===== src/rtl/spi_eeprom_ctl.sv =====
module spi_eeprom_ctl #(
  parameter int DEPTH     = 256,
  parameter int PAGE      = 32,
  parameter int WR_CYCLES = 5000
) (
  input  logic clk,
  input  logic rst,
  input  logic cs_n,
  input  logic sck,
  input  logic sdi,
  input  logic hold_n,
  output logic sdo,
  output logic sdo_oe
);
  localparam int AW = $clog2(DEPTH);
  localparam int PW = $clog2(PAGE);
  localparam int CW = $clog2(WR_CYCLES + 1);

  typedef enum logic [2:0] {S_OP, S_AH, S_AL, S_RD, S_RSR, S_WR, S_WSR, S_IGN} st_t;

  logic [1:0] cs_m, sck_m, sdi_m, hold_m;
  logic cs_q, sck_q, hold_q;
  logic active, paused, is_wr, got;
  st_t st;
  logic [2:0] bidx;
  logic [7:0] sr, ahi, obuf;
  logic [AW-1:0] addr;
  logic [AW-PW-1:0] pg;
  logic sdo_r, wel, busy;
  logic [CW-1:0] wcnt;
  logic [5:0] ubits, wsr;
  logic [7:0] mem [DEPTH];
  logic [7:0] pbuf [PAGE];
  logic [PAGE-1:0] pmask;

  wire cs_s   = cs_m[1];
  wire sck_s  = sck_m[1];
  wire sdi_s  = sdi_m[1];
  wire hold_s = hold_m[1];

  wire cs_fall   = cs_q & ~cs_s;
  wire cs_rise   = ~cs_q & cs_s;
  wire sck_rise  = ~sck_q & sck_s;
  wire sck_fall  = sck_q & ~sck_s;
  wire hold_fall = hold_q & ~hold_s;

  wire [7:0] nxt    = {sr[6:0], sdi_s};
  wire [AW-1:0] a_new = AW'({ahi, nxt});
  wire [7:0] status = {ubits, wel, busy};
  wire out_ph = (st == S_RD) || (st == S_RSR);
  wire rd_ph  = (st == S_RD);
  wire clean_end = cs_rise & active & ~paused & (bidx == 3'd0) & got;
  wire commit_wr = clean_end & (st == S_WR);
  wire commit_sr = clean_end & (st == S_WSR);

  assign sdo    = sdo_r;
  assign sdo_oe = active & ~paused & out_ph;

  always_ff @(posedge clk) begin
    if (rst) begin
      cs_m <= '0; sck_m <= '0; sdi_m <= '0; hold_m <= 2'b11;
      cs_q <= 1'b0; sck_q <= 1'b0; hold_q <= 1'b1;
      active <= 1'b0; paused <= 1'b0; is_wr <= 1'b0; got <= 1'b0;
      st <= S_OP; bidx <= '0; sr <= '0; ahi <= '0; obuf <= '0;
      addr <= '0; pg <= '0; sdo_r <= 1'b0; wel <= 1'b0; busy <= 1'b0;
      wcnt <= '0; ubits <= '0; wsr <= '0; pmask <= '0;
    end else begin
      cs_m   <= {cs_m[0], cs_n};
      sck_m  <= {sck_m[0], sck};
      sdi_m  <= {sdi_m[0], sdi};
      hold_m <= {hold_m[0], hold_n};
      cs_q   <= cs_s;
      sck_q  <= sck_s;
      hold_q <= hold_s;

      if (busy) begin
        wcnt <= wcnt - CW'(1);
        if (wcnt == CW'(1)) busy <= 1'b0;
      end

      if (cs_fall) begin
        active <= 1'b1; paused <= 1'b0; st <= S_OP; bidx <= '0; got <= 1'b0;
      end else if (cs_rise) begin
        active <= 1'b0; paused <= 1'b0; st <= S_OP; bidx <= '0;
        if (commit_wr || commit_sr) begin
          busy <= 1'b1;
          wcnt <= CW'(WR_CYCLES);
          wel  <= 1'b0;
        end
        if (commit_sr) ubits <= wsr;
      end else if (active) begin
        if (paused) begin
          if (hold_s && !sck_s) paused <= 1'b0;
        end else if (hold_fall && !sck_s) begin
          paused <= 1'b1;
        end

        if (!paused && sck_rise && st != S_IGN) begin
          sr   <= nxt;
          bidx <= bidx + 3'd1;
          if (bidx == 3'd7) begin
            case (st)
              S_OP: begin
                case (nxt)
                  8'h06: begin if (!busy) wel <= 1'b1; st <= S_IGN; end
                  8'h04: begin if (!busy) wel <= 1'b0; st <= S_IGN; end
                  8'h05: begin st <= S_RSR; obuf <= status; end
                  8'h01: st <= (wel && !busy) ? S_WSR : S_IGN;
                  8'h03: begin st <= !busy ? S_AH : S_IGN; is_wr <= 1'b0; end
                  8'h02: begin st <= (wel && !busy) ? S_AH : S_IGN; is_wr <= 1'b1; end
                  default: st <= S_IGN;
                endcase
              end
              S_AH: begin ahi <= nxt; st <= S_AL; end
              S_AL: begin
                if (is_wr) begin
                  st    <= S_WR;
                  addr  <= a_new;
                  pg    <= a_new[AW-1:PW];
                  pmask <= '0;
                end else begin
                  st   <= S_RD;
                  obuf <= mem[a_new];
                  addr <= a_new + AW'(1);
                end
              end
              S_RD: begin obuf <= mem[addr]; addr <= addr + AW'(1); end
              S_RSR: obuf <= status;
              S_WR: begin
                pbuf[addr[PW-1:0]]  <= nxt;
                pmask[addr[PW-1:0]] <= 1'b1;
                addr <= {addr[AW-1:PW], addr[PW-1:0] + PW'(1)};
                got  <= 1'b1;
              end
              S_WSR: begin wsr <= nxt[7:2]; got <= 1'b1; end
              default: ;
            endcase
          end
        end else if (!paused && sck_fall && out_ph) begin
          sdo_r <= obuf[7];
          obuf  <= {obuf[6:0], 1'b0};
        end
      end
    end
  end

  always_ff @(posedge clk) begin
    if (rst) begin
      for (int i = 0; i < DEPTH; i++) mem[i] <= '0;
    end else if (commit_wr) begin
      for (int i = 0; i < PAGE; i++)
        if (pmask[i]) mem[{pg, PW'(i)}] <= pbuf[i];
    end
  end
endmodule



===== config.mk =====
export PLATFORM = sky130hd
export DESIGN_NAME = spi_eeprom_ctl
export DESIGN_NICKNAME = d
export VERILOG_FILES = /design/src/rtl/spi_eeprom_ctl.sv
export SDC_FILE = /design/constraint.sdc
export NUM_CORES = 2
export LEC_CHECK = 0
export CAP_MARGIN = 20
export CELL_PAD_IN_SITES_DETAIL_PLACEMENT = 1
export CELL_PAD_IN_SITES_GLOBAL_PLACEMENT = 1
export CORE_MARGIN = 1.5
export CORE_UTILIZATION = 40
export DETAILED_ROUTE_END_ITERATION = 12
export PLACE_DENSITY = 0.73
export SLEW_MARGIN = 10
export SYNTH_ARGS = -nofsm -noshare
export SYNTH_HDL_FRONTEND = slang
export SYNTH_SLANG_ARGS = --single-unit

===== constraint.sdc =====
create_clock -name clk -period 10.6 [get_ports clk]
set_clock_uncertainty 0.15 [all_clocks]
set_input_delay 1.06 -clock clk [delete_from_list [all_inputs] [get_ports clk]]
set_output_delay 1.06 -clock clk [all_outputs]
set_load 0.03 [all_outputs]

* Yosys cells after proc, flatten, opt, wreduce, memory -nomap -nowiden
Memory sizes are Yosys's and may differ from the RTL's.
Cells that the tools add are included.
** Word-level totals
- Bits in registers :: 107
- RAM bits :: 2304
- Bits of input ports :: 6
- Output and inout bits :: 2
- Logic and storage cells :: 433
- Memories :: 2
** Memory list
- mem :: depth 256, bits a word 8, read ports 2, clocked after Yosys merged registers in 0, wr ports 256, line 32 : logic [7:0] mem [DEPTH];
- pbuf :: depth 32, bits a word 8, read ports 32, clocked after Yosys merged registers in 0, wr ports 1, line 33 : logic [7:0] pbuf [PAGE];
** Cells by class
- Add/subtract/negate cells :: 5
- $lt $le $gt $ge :: 2
- Equal/unequal tests :: 23
- Mux-type cells :: 276
- Bitwise logic cells :: 24
- Reduce and logical (&&, ||, !) cells :: 76
** Operators by type and width (number)
- 2-to-1 mux 8 bit :: 70
- OR reduction 8 bit :: 32
- 2-to-1 mux 1 bit :: 190
- case mux 32 bit (2 select lines) :: 1
- 2-to-1 mux 13 bit :: 4
- 2-to-1 mux 32 bit :: 1
- bitwise OR 32 bit :: 1
- case mux 8 bit (4 select lines) :: 1
- AND reduction 7 bit :: 4
- == test 8 x 3 -> 1 bit, second input constant :: 3
- case mux 8 bit (3 select lines) :: 1
- nonzero test 2 bit :: 9
- adder 8 x 1 -> 8 bit, second input constant :: 2
- == test 8 x 2 -> 1 bit, second input constant :: 2
- AND 1 bit :: 13
- == test 13 x 1 -> 1 bit, second input constant :: 1
- subtractor 13 x 1 -> 13 bit, second input constant :: 1
- == test 3 bit, second input constant :: 4
- inequality test 3 bit, second input constant :: 4
- case mux 3 bit (4 select lines) :: 1
- AND reduction 6 bit :: 2
- inverter 1 bit :: 10
- AND reduction 5 bit :: 2
- 2-to-1 mux 3 bit :: 3
- other kinds (26) :: 44

* Logic depth before layout (Yosys ltp)
- Depth after elaboration :: 12
- Mapped depth :: 16
- Mapped depth without buffers :: 9

* Worst setup path after synthesis
Ideal clock, no wire load.
- Path kind :: flip-flop to flip-flop
- Start point :: reg sr[0]
- End point :: reg obuf[4]
- Library setup time :: 91 ps
- Data arrival time :: 3284 ps
- Data required time :: 10359 ps
- Setup slack :: 7075 ps
- Stages on the path, launching flop included :: 14
- Buffers on the path :: 6
- Period minus slack after synthesis :: 3525 ps
- Cell sequence :: dfxtp_1 buf_2 buf_4 buf_2 clkinv_1 buf_1 ha_1 a41o_1 nand4_1 a221o_1 buf_2 buf_1 a21oi_1 a311oi_1
** On the way
- Longest elaborated chain between the ends :: 5
- Elaborated cells between the ends (all ways) :: 8
- Classes of those cells :: eq/ne: 2; mux: 4; reduce/logical: 1; memory: 1
** Ends and longest elaborated chain
- from (decl) :: line 26 : logic [7:0] sr, ahi, obuf;
- from (signal assigned) :: line 99 : sr <= nxt;
- memory (256 x 8 bit)
- 2-to-1 mux 8 bit :: line 116 : if (is_wr) begin
- case mux 8 bit (4 select lines) :: line 102 : case (st)
- 2-to-1 mux 8 bit :: line 101 : if (bidx == 3'd7) begin
- 2-to-1 mux 8 bit :: line 98 : if (!paused && sck_rise && st != S_IGN) begin
- to (signal assigned) :: line 123 : obuf <= mem[a_new];
- to (signal assigned) :: line 127 : S_RD: begin obuf <= mem[addr]; addr <= addr + AW'(1); end
- to (signal assigned) :: line 128 : S_RSR: obuf <= status;
- to (decl) :: line 26
Several ways; a longest one is shown, not always the timed one. The select of a mux whose other input is x is not followed.
A chain may end at the register's enable or synchronous reset.

* Worst setup path after layout
- Start point :: reg sdi_m[1]
- End point :: reg obuf[2]
** On the way
- Longest elaborated chain between the ends :: 5
- Elaborated cells between the ends (all ways) :: 8
- Classes of those cells :: eq/ne: 2; mux: 4; reduce/logical: 1; memory: 1
** Ends and longest elaborated chain
- from (decl) :: line 21 : logic [1:0] cs_m, sck_m, sdi_m, hold_m;
- from (signal assigned) :: line 70 : sdi_m <= {sdi_m[0], sdi};
- memory (256 x 8 bit)
- 2-to-1 mux 8 bit :: line 116
- case mux 8 bit (4 select lines) :: line 102
- 2-to-1 mux 8 bit :: line 101
- 2-to-1 mux 8 bit :: line 98
Several ways; a longest one is shown, not always the timed one. The select of a mux whose other input is x is not followed.

==> flow_summary.ini <==
[run_status]
status = finished clean

[synthesis]
async_flop_share_pct = 0
synth_area_um2 = 119000
syn_inst = 8498
synth_fp_nets = 8519
synth_enable_flop_cells = 2304
yosysSeqAreaShare_pct = 59.92
synthDistinctLibCells = 83
synth-seq-cells = 2411
synthFlopType = edfxtp_1
postSynthAreaPerCell_um2 = 14.01
ys.warnings.count = 0

[detailed_routing]
dr.pass1.iters = 6
vias = 89694
wire_per_inst_um = 56.00
viasPerCell = 7.145
wirelength_um = 703000
antenna_left = 0
drt_iter0_drc = 16519
route.detailed.drc = 0

[placement]
numPlacedInstances = 11933
port_buffers = 7
hpwlAfterDp_um = 516700
gp_congestion = 1.063

[global_route]
track_usage_pct = 46.20
grt_max_degree = 150
overflow = 0
grt_pass1_vias = 84311
antenna_found_initial = 152
grt_pass1_wl_um = 891600

[clocking]
worstSkewPairLatency_ns = 0.97
h-tree-depth = 5
ctsResizeCount = 0
cts_setup_buffers = 0
clk_pin_slew_worst_paths_ns = 0.06
cts_sinks = 2411
clock-root-buffer = clkbuf_16
cts_tree = done
cts_hold_buf = 0
clockBufferDepth = 4
cts_buffers = 278

[finish]
syn_to_final_growth_pct = 11.17
final_common_cell = edfxtp_1
instances_no_fill = 12554
final_cell_mix = edfxtp_1, nor2_1, mux4_2
fin_nets = 8303
nFillCells = 29409
seqCellArea_um2 = 71370
multi_input_area_um2 = 44330
drive_above_1_share_pct = 19.66

[floorplan]
coreArea_um2 = 296500
dieArea_um2 = 300900
die_y_um = 548.5
start_util_pct = 40.14
placementRows = 200
io_pins = 8
die_w_um = 548.5

[setup_path]
path_buf_inv = 3
critPathRequiredTime_ns = 11.23
critPathSlowestCell = dfxtp_4
cp-start-kind = flip-flop
crit_type = flip-flop to flip-flop
cp-end-kind = flip-flop
arrival_ns = 6.34
cp_top_family = compound AO/OA/AOI/OAI gates
slowest_delay_ns = 0.88
crit_chain = buf_4 > buf_12 > mux4_2 > mux2i_1 > nor2_1 > a2111oi_1 > buf_4 > o31ai_1 > a221oi_1 > a311o_1 > a21oi_1
reg2regPathDepth = 11
path_max_fanout = 73
cp.depth = 11
crit_top_cell = buf_4

[min_path]
holdPathStages = 1
hp-class = flip-flop to flip-flop

[timing]
finalCritPeriodShare_pct = 53.90
finalSetupViolations = 0
fin_setup_tns_ns = 0
tightest_slew_ns = 1.467
rsz0062_at_grt = no
maxSlewHeadroom_pct = 2.229
hold_viol = 0
period_needed_ns = 5.713
slew_viol_final = 0
fmax_ghz = 0.1750

[pwr]
power.density_nw_per_um2 = 165.6
vdd_drop_max_mv = 0.1728
leakagePower_uw = 0.04087

[job]
max_cap_viol_count = 0
[layout make-up]
type | count | share of cell area (%)
inverter | 17 | 0.04917
timing repair buffer | 271 | 1.794
antenna | 106 | 0.2005
tap | 3939 | 3.724
clock buffer | 355 | 5.515
clock inverter | 152 | 1.279
sequential | 2411 | 53.94
multi-input combinational | 5303 | 33.50
[synth_stat cells, drive strengths merged (26+ instances only)]
library cell	instances	area [um2]
mux4	889	20020
a22o	27	236.5
nand3	42	210.2
a21oi	96	480.5
clkbuf	477	1790
a221oi	38	339.1
dfxtp	107	2142
nor2	2265	8502
nand4	26	168.9
edfxtp	2304	69190
nand2	372	1396
o2111ai	28	245.2
a22oi	115	863.3
o221ai	30	262.8
buf	290	1867
nor3	79	395.4
o21ai	76	380.4
mux2i	508	5085
o22ai	148	925.9
a21o	257	1929
[stage by stage]
| stage | worst slack, ns | total power [uW] | hold slack, ns | area [um2] | utilization, % |
|---|---|---|---|---|---|
| final | 4.887 | 21910 | 0.2947 | 132300 | 44.62 |
| after global routing | 4.968 | 22120 | 0.3024 | 132100 | 44.56 |
| after CTS | 5.035 | 21790 | 0.2963 | 132000 | 44.50 |
| after detailed placement | 4.882 | 12170 | 0.2731 | 123000 | 41.47 |
| after global placement | 4.887 | 12130 | 0.2573 | 122900 | 41.44 |
| after floorplan | 7.075 | 11470 | 0.2395 | 119000 | - |
[flip-flops by register name, summed over array words and instances (netlist names), 6 cells and up]
signal	cells
addr	8
mem	2048
obuf	8
pbuf	256
pmask	32
sr	7
ubits	6
wcnt	13
wsr	6
[power breakdown]
group	switching [uW]	total [uW]	internal, uW
clock network	4330	9880	5550
registers	171	10800	10700
logic	876	1200	326
total	5380	21900	16500
[logic make-up (layout without fill, tap and decap cells)]
group | after synthesis | count (layout) | synth area share [%]
simple gates | 2915 | 2915 | 9.768
flops | 2411 | 2411 | 59.92
mux | 1413 | 1413 | 21.24
compound gates | 941 | 941 | 5.640
buf+inv | 784 | 795 | 3.126
xor+xnor | 19 | 19 | 0.1398
fa+ha+maj | 15 | 15 | 0.1577
other cells | 0 | 106 | 0
[final timing paths]
path         startpoint   endpoint  slack, ns
min reg2reg   hold_m[0]  hold_m[1]       0.29
max reg2reg    sdi_m[1]    obuf[2]       4.89
min           hold_m[0]  hold_m[1]       0.29
max            sdi_m[1]    obuf[2]       4.89
[per-layer routing]
| metal | global-route usage, % | part of all wire, % |
|---|---|---|
| met2 | 67.14 | 43 |
| met5 | 0 | 0.071 |
| met4 | 38.23 | 10 |
| met1 | 57.74 | 35 |
| met3 | 12.57 | 12 |
Power figures use the tool's default switching activity.
